### src/rtl/sdram_rfsh_pkg.sv
package sdram_rfsh_pkg;

  typedef enum logic [1:0] {
    CMD_NOP   = 2'b00,
    CMD_REF   = 2'b01,
    CMD_SELF  = 2'b10,
    CMD_SELFX = 2'b11
  } mem_cmd_e;

  typedef enum logic [1:0] {
    ST_AWAKE,
    ST_ENTER,
    ST_ASLEEP,
    ST_EXIT
  } sr_state_e;

  localparam int REC_W = 4;

  // recovery window in clocks for a given select code
  function automatic logic [REC_W-1:0] recovery_clocks(input logic [1:0] sel);
    case (sel)
      2'b00:   recovery_clocks = REC_W'(3);
      2'b01:   recovery_clocks = REC_W'(6);
      default: recovery_clocks = REC_W'(9);
    endcase
  endfunction

  // longest window, used after leaving self-refresh
  function automatic logic [REC_W-1:0] recovery_max();
    recovery_max = recovery_clocks(2'b10);
  endfunction

endpackage

### src/rtl/rfsh_interval_timer.sv
module rfsh_interval_timer #(
  parameter int RC_W  = 9,
  parameter int PRE_W = 4
) (
  input  logic            clk,
  input  logic            rst,
  input  logic            run,
  input  logic            reload,
  input  logic [RC_W-1:0] rc,
  output logic            expire
);

  localparam logic [PRE_W-1:0] PRE_LAST = '1;

  logic [PRE_W-1:0] pre_q;
  logic [RC_W-1:0]  cnt_q;
  logic             step;

  assign step   = run && (pre_q == PRE_LAST);
  assign expire = step && (cnt_q == '0);

  always_ff @(posedge clk) begin
    if (rst || reload) begin
      pre_q <= '0;
      cnt_q <= rc;
    end else if (run) begin
      pre_q <= pre_q + 1'b1;
      if (step) begin
        if (cnt_q == '0) cnt_q <= rc;
        else             cnt_q <= cnt_q - 1'b1;
      end
    end
  end

  AST_TIMER_FROZEN: assert property (@(posedge clk) disable iff (rst)
    (!run && !reload) |=> ($stable(pre_q) && $stable(cnt_q)));

endmodule

### src/rtl/rfsh_recovery.sv
module rfsh_recovery #(
  parameter int CNT_W = 4
) (
  input  logic             clk,
  input  logic             rst,
  input  logic             load,
  input  logic [CNT_W-1:0] len,
  output logic             hold
);

  logic [CNT_W-1:0] cnt_q;

  always_ff @(posedge clk) begin
    if (rst)              cnt_q <= '0;
    else if (load)        cnt_q <= len;
    else if (cnt_q != '0) cnt_q <= cnt_q - 1'b1;
  end

  assign hold = (cnt_q != '0);

  AST_REC_START: assert property (@(posedge clk) disable iff (rst)
    (load && len != '0) |=> hold);
  AST_REC_QUIET: assert property (@(posedge clk) disable iff (rst)
    (!load && !hold) |=> !hold);

endmodule

### src/rtl/sdram_refresh_seq.sv
module sdram_refresh_seq
  import sdram_rfsh_pkg::*;
#(
  parameter int RC_W  = 9,
  parameter int PRE_W = 4
) (
  input  logic            clk,
  input  logic            rst,
  input  logic [RC_W-1:0] cfg_rc,
  input  logic [1:0]      cfg_rtsel,
  input  logic            cfg_selfreq,
  input  logic            cfg_selfblock,
  input  logic            arb_gnt,
  output logic            arb_req,
  output logic [1:0]      arb_cmd,
  output logic [1:0]      mem_cmd,
  output logic            act_inhibit,
  output logic            rfsh_busy
);

  sr_state_e        state_q, state_d;
  logic             ref_pend_q;
  mem_cmd_e         cmd_q;
  mem_cmd_e         req_code;
  logic             want_self;
  logic             tmr_expire;
  logic             tmr_run;
  logic             tmr_reload;
  logic             rec_load;
  logic [REC_W-1:0] rec_len;

  // named events
  logic ev_ref_grant, ev_self_grant, ev_exit_grant;

  assign want_self     = cfg_selfreq && !cfg_selfblock;
  assign ev_ref_grant  = (state_q == ST_AWAKE) && ref_pend_q && arb_gnt;
  assign ev_self_grant = (state_q == ST_ENTER) && want_self && arb_gnt;
  assign ev_exit_grant = (state_q == ST_EXIT) && !cfg_selfreq && arb_gnt;

  // request towards the arbiter
  always_comb begin
    req_code = CMD_NOP;
    unique case (state_q)
      ST_AWAKE:  if (ref_pend_q)   req_code = CMD_REF;
      ST_ENTER:  if (want_self)    req_code = CMD_SELF;
      ST_EXIT:   if (!cfg_selfreq) req_code = CMD_SELFX;
      default:   req_code = CMD_NOP;
    endcase
  end

  assign arb_req = (req_code != CMD_NOP);
  assign arb_cmd = req_code;

  // self-refresh state machine
  always_comb begin
    state_d = state_q;
    unique case (state_q)
      ST_AWAKE:
        if (want_self && !ref_pend_q && !act_inhibit && !tmr_expire)
          state_d = ST_ENTER;
      ST_ENTER:
        if (ev_self_grant)   state_d = ST_ASLEEP;
        else if (!want_self) state_d = ST_AWAKE;
      ST_ASLEEP:
        if (!cfg_selfreq)    state_d = ST_EXIT;
      ST_EXIT:
        if (ev_exit_grant)   state_d = ST_AWAKE;
        else if (cfg_selfreq) state_d = ST_ASLEEP;
      default: state_d = ST_AWAKE;
    endcase
  end

  always_ff @(posedge clk) begin
    if (rst) begin
      state_q    <= ST_AWAKE;
      ref_pend_q <= 1'b0;
      cmd_q      <= CMD_NOP;
    end else begin
      state_q <= state_d;
      if (ev_ref_grant)    ref_pend_q <= 1'b0;
      else if (tmr_expire) ref_pend_q <= 1'b1;
      if (ev_ref_grant)       cmd_q <= CMD_REF;
      else if (ev_self_grant) cmd_q <= CMD_SELF;
      else if (ev_exit_grant) cmd_q <= CMD_SELFX;
      else                    cmd_q <= CMD_NOP;
    end
  end

  assign mem_cmd = cmd_q;

  // timer and recovery control
  assign tmr_run    = (state_q == ST_AWAKE);
  assign tmr_reload = ev_ref_grant || ev_exit_grant;
  assign rec_load   = ev_ref_grant || ev_exit_grant;
  assign rec_len    = ev_exit_grant ? recovery_max() : recovery_clocks(cfg_rtsel);

  rfsh_interval_timer #(
    .RC_W  (RC_W),
    .PRE_W (PRE_W)
  ) i_timer (
    .clk    (clk),
    .rst    (rst),
    .run    (tmr_run),
    .reload (tmr_reload),
    .rc     (cfg_rc),
    .expire (tmr_expire)
  );

  rfsh_recovery #(
    .CNT_W (REC_W)
  ) i_recovery (
    .clk  (clk),
    .rst  (rst),
    .load (rec_load),
    .len  (rec_len),
    .hold (act_inhibit)
  );

  assign rfsh_busy = ref_pend_q || act_inhibit || (state_q != ST_AWAKE);

  AST_PEND_HOLD: assert property (@(posedge clk) disable iff (rst)
    (ref_pend_q && !ev_ref_grant) |=> ref_pend_q);
  AST_ONE_SHOT: assert property (@(posedge clk) disable iff (rst)
    (arb_req && arb_gnt) |=> !arb_req);
  AST_CMD_AFTER_GRANT: assert property (@(posedge clk) disable iff (rst)
    (mem_cmd != CMD_NOP) |-> $past(arb_req && arb_gnt));
  AST_INH_AFTER_CMD: assert property (@(posedge clk) disable iff (rst)
    $rose(act_inhibit) |-> (mem_cmd == CMD_REF || mem_cmd == CMD_SELFX));
  AST_SELF_ALLOWED: assert property (@(posedge clk) disable iff (rst)
    (mem_cmd == CMD_SELF) |-> $past(cfg_selfreq && !cfg_selfblock));
  AST_SELF_QUIET: assert property (@(posedge clk) disable iff (rst)
    (arb_req && arb_cmd == CMD_SELF) |-> !act_inhibit);
  AST_NO_REF_ASLEEP: assert property (@(posedge clk) disable iff (rst)
    (state_q == ST_ASLEEP) |-> (!ref_pend_q && !arb_req));

endmodule

### config.mk
export PLATFORM = sky130hd
export DESIGN_NAME = sdram_refresh_seq
export DESIGN_NICKNAME = d
export VERILOG_FILES = /design/src/rtl/sdram_rfsh_pkg.sv /design/src/rtl/rfsh_interval_timer.sv /design/src/rtl/rfsh_recovery.sv /design/src/rtl/sdram_refresh_seq.sv
export SDC_FILE = /design/constraint.sdc
export NUM_CORES = 1
export LEC_CHECK = 0
export BUFFER_PORTS_ARGS = -buffer_cell sky130_fd_sc_hd__clkbuf_2
export CORE_ASPECT_RATIO = 1.2
export CORE_MARGIN = 1
export CORE_UTILIZATION = 45
export CTS_CLUSTER_DIAMETER = 200
export DETAILED_ROUTE_END_ITERATION = 12
export PLACE_DENSITY = 0.73
export SLEW_MARGIN = 20
export SYNTH_ARGS = -nofsm -noshare
export SYNTH_HDL_FRONTEND = slang
export SYNTH_SLANG_ARGS = --single-unit
### constraint.sdc
create_clock -name clk -period 2.9 [get_ports clk]
set_input_delay 0.29 -clock clk [delete_from_list [all_inputs] [get_ports clk]]
set_output_delay 0.29 -clock clk [all_outputs]
set_load 0.03 [all_outputs]
==> impl_results.md <==
- Via Count: 968
- Largest area contributor in the netlist: edfxtp_1
- GRT Total Usage: 16.80%
- First-pass GRT wire length: around 4000 um
- Ys async rst share: 0%
- Max-slew violations: 0
- Routed length per placed instance: between 10 and 15 um
- Wire length on met3: 87 um
- Synth Net Count: about 140
- Yosys warns: 0
- Average cell area after synthesis: about 11 um^2
- Drt first-iter violations: 8
- Design Power: between 1 and 1.5 mW
- Yosys top cell area share: 20.63%
- R2R cell count: 6
- Post-synth top flop: dfxtp_1
- Slowest cell on crit path: nor3b_1
- Met2 wire len: 1211 um
- Drt first pass iters: 4
- Stages on the worst setup path: 5
- Row count: 21
- IO Count: 23
- Count of unique library cells instantiated by Yosys: 40
- Register clock-pin slew on the reported worst setup and hold paths: 0.13 ns
- Post-route ant nets: 0
- Hold Worst Slack: around 0.22 ns
- Crit path time final: between 2 and 2.5 ns
- Post-synth EDFFs: 9
- Core Region: 2785 um^2
- Final Cycle Share: 71.72%
- CTS sink cnt: 22
- P_int: 671.9 uW
- Maximum VDD drop: 0.5340 mV
- Slew HR: 60.89%
- Post-Layout Cell Count: 181
- Buf+Inv Stages, Crit Path: 3
- Max layer used: met3
- Largest net degree at the start of global routing: 14
- Count of port buffers added during placement: 22
- Vias in the first global route: 947
- Post-CTS Setup Repair Bufs: 0
- Crit path max-delay family: buffers and inverters
- Critical Path Start Type: register
- Max stage delay on crit path: 0.50 ns
- CTS Buf Count: 3
- Net load switching power: 365.5 uW
- GPL Wtd Cong: 0.8188
- Setup TNS: 0 ns
- CTS H-Tree Depth: 1
- Critical Path RT: between 2 and 3 ns
- Cell Pwr Density: between 600 and 700 nW/um^2
- Worst Skew: between 0.009 and 0.01 ns
- Final wirelength: between 2000 and 2500 um
- Horiz. Die Dim: 51.26 um
- Max-cap violations: 0
- Final setup fails: 0
- CTS Hold Bufs: 0
- DRT met1 WL: 1074 um
- Initial antenna violation count: 0
- DP HPWL: 1824 um
- Crit Path Class: register to output port
- Sw Share: 35.24%
- #FFs+latches synth: 22
- Post-Syn Instances: between 100 and 150
- Maximum clock frequency: between 400 and 500 MHz
- CP Capture Type: output port
- Share of cells above drive strength 1: 29.25%
- Commonest cells in the netlist: dfxtp_1 (13), nand2_1 (11), edfxtp_1 (9), inv_1 (9), nor2_1 (9)
- Post-Place Cells: about 180
- Number of remaining DRC errors: 0
- Worst-skew pair later-pin latency: 0.31 ns
- CP Cell Sequence: inv_1 > ha_1 > nor3b_1 > inv_1 > clkbuf_2
- Grt total ovfl: 0
- Critical Path Fanout Max: 5
- Most frequent cell on the critical path: inv_1
- CTS Root Cell: clkbuf_4
- Unrepaired setup endpoints after global routing: false
- Final core utilization: 53.32%
- WHS Path Cells: 2
- Maximum clock insertion buffer count: 2
- Most instantiated library cell after synthesis: dfxtp_1
- Final Hold Viols: 0
- Die area: 3132 um^2
- Starting utilization of the core area: 47.04%
- CP Data Arrival Time: 1.79 ns
- CTS resizes: 0
- Seq/Total Area, Yosys: 40.50%
- DR vias/cell: 5.348
- Nets: 168
- Synth-to-Final Area Change: 13.37%
- Status: completed
- HP Class: primary input to register
- Power share of the clock group: 22.9%
- CTS tree: yes
- Antenna diode count: 0
- Reg power frac: 41.4%
- Leak: 0.6932 nW
- Syn Std Cell Area: 1310 um^2
- Combinational Power Share: between 30% and 40%
- Die height: 61.11 um
- Synth area leaders: edfxtp_1 (21%), dfxtp_1 (20%), mux2_4 (8.0%), xor2_1 (5.3%), ha_1 (3.8%)
- Worst-Margin Slew: 0.5854 ns
worst paths after layout:
path | startpoint | endpoint | slack [ns]
hold reg to reg | i_timer.pre_q[1]$_SDFFE_PP0N_ | i_timer.pre_q[1]$_SDFFE_PP0N_ | 0.52
hold / removal | rst | mem_cmd[1]$_SDFF_PP0_ | 0.22
setup / recovery | i_recovery.cnt_q[0]$_SDFFE_PP0P_ | act_inhibit | 0.82
setup reg to reg | i_timer.cnt_q[0]$_DFFE_PP_ | i_timer.cnt_q[0]$_DFFE_PP_ | 0.95
power by group through the flow:
stage | Combinational, mW | Sequential [mW] | Clock, mW
global placement | 0.360 | 0.431 | 0
detailed placement | 0.369 | 0.436 | 0
finish | 0.371 | 0.429 | 0.237
global route | 0.420 | 0.435 | 0.254
CTS | 0.372 | 0.429 | 0.243
floorplan | 0.299 | 0.418 | 0
metal layers:
metal / GRT usage, % / vias to the layer above
met5: 0 / -
met4: 4.633 / 0
met3: 2.469 / 0
met2: 29.89 / 22
met1: 21.33 / 450
li1: - / 496
stage by stage:
stage	area (um^2)	setup slack (ns)
after floorplan	1310	1.011
after global placement	1433	1.011
after detailed placement	1433	0.9362
after CTS	1485	0.8166
after global routing	1485	0.6795
final	1485	0.8201
state kept, by name (all words and copies together), names as in the netlist:
| register | flops |
|---|---|
| i_timer.cnt_q | 9 |
| i_recovery.cnt_q | 4 |
| i_timer.pre_q | 4 |
| mem_cmd | 2 |
| state_q | 2 |
| ref_pend_q | 1 |
layout by cell type (no fill, tap or decap), types with 2 or more instances in the layout:
| master | instances |
|---|---|
| o21ai_0 | 6 |
| nor3b_1 | 2 |
| dfxtp_1 | 13 |
| nand4_1 | 4 |
| o211a_1 | 2 |
| inv_1 | 9 |
| o22ai_1 | 2 |
| clkbuf_4 | 3 |
| nand2_1 | 11 |
| edfxtp_1 | 9 |
| xnor2_1 | 2 |
| xor2_1 | 8 |
| nor2_1 | 9 |
| clkbuf_2 | 22 |
| nor3_1 | 3 |
| ha_1 | 4 |
| a21oi_1 | 7 |
| nand2b_1 | 2 |
| mux2_4 | 7 |
logic make-up after synthesis:
kind of cell / Yosys count / share of synthesized area [%]
and+or+nand+nor: 46 / 23.88
adders and majority gates: 4 / 3.821
muxes: 8 / 8.787
DFF: 22 / 40.50
AOI/OAI and AO/OA: 22 / 11.46
buffers and inverters: 12 / 4.871
xor gates and xnor gates: 10 / 6.686
cell type report:
| class | count | area [um^2] |
|---|---|---|
| clock buffers | 3 | 22.52 |
| clock inverters | 1 | 30.03 |
| fillers | 272 | 1300 |
| inverters | 9 | 33.78 |
| multi-input cells | 90 | 715.7 |
| flip-flops and latches | 22 | 530.5 |
| well taps | 34 | 42.54 |
| repair buffers | 22 | 110.1 |
No activity file was read; power rests on OpenSTA's default activity.
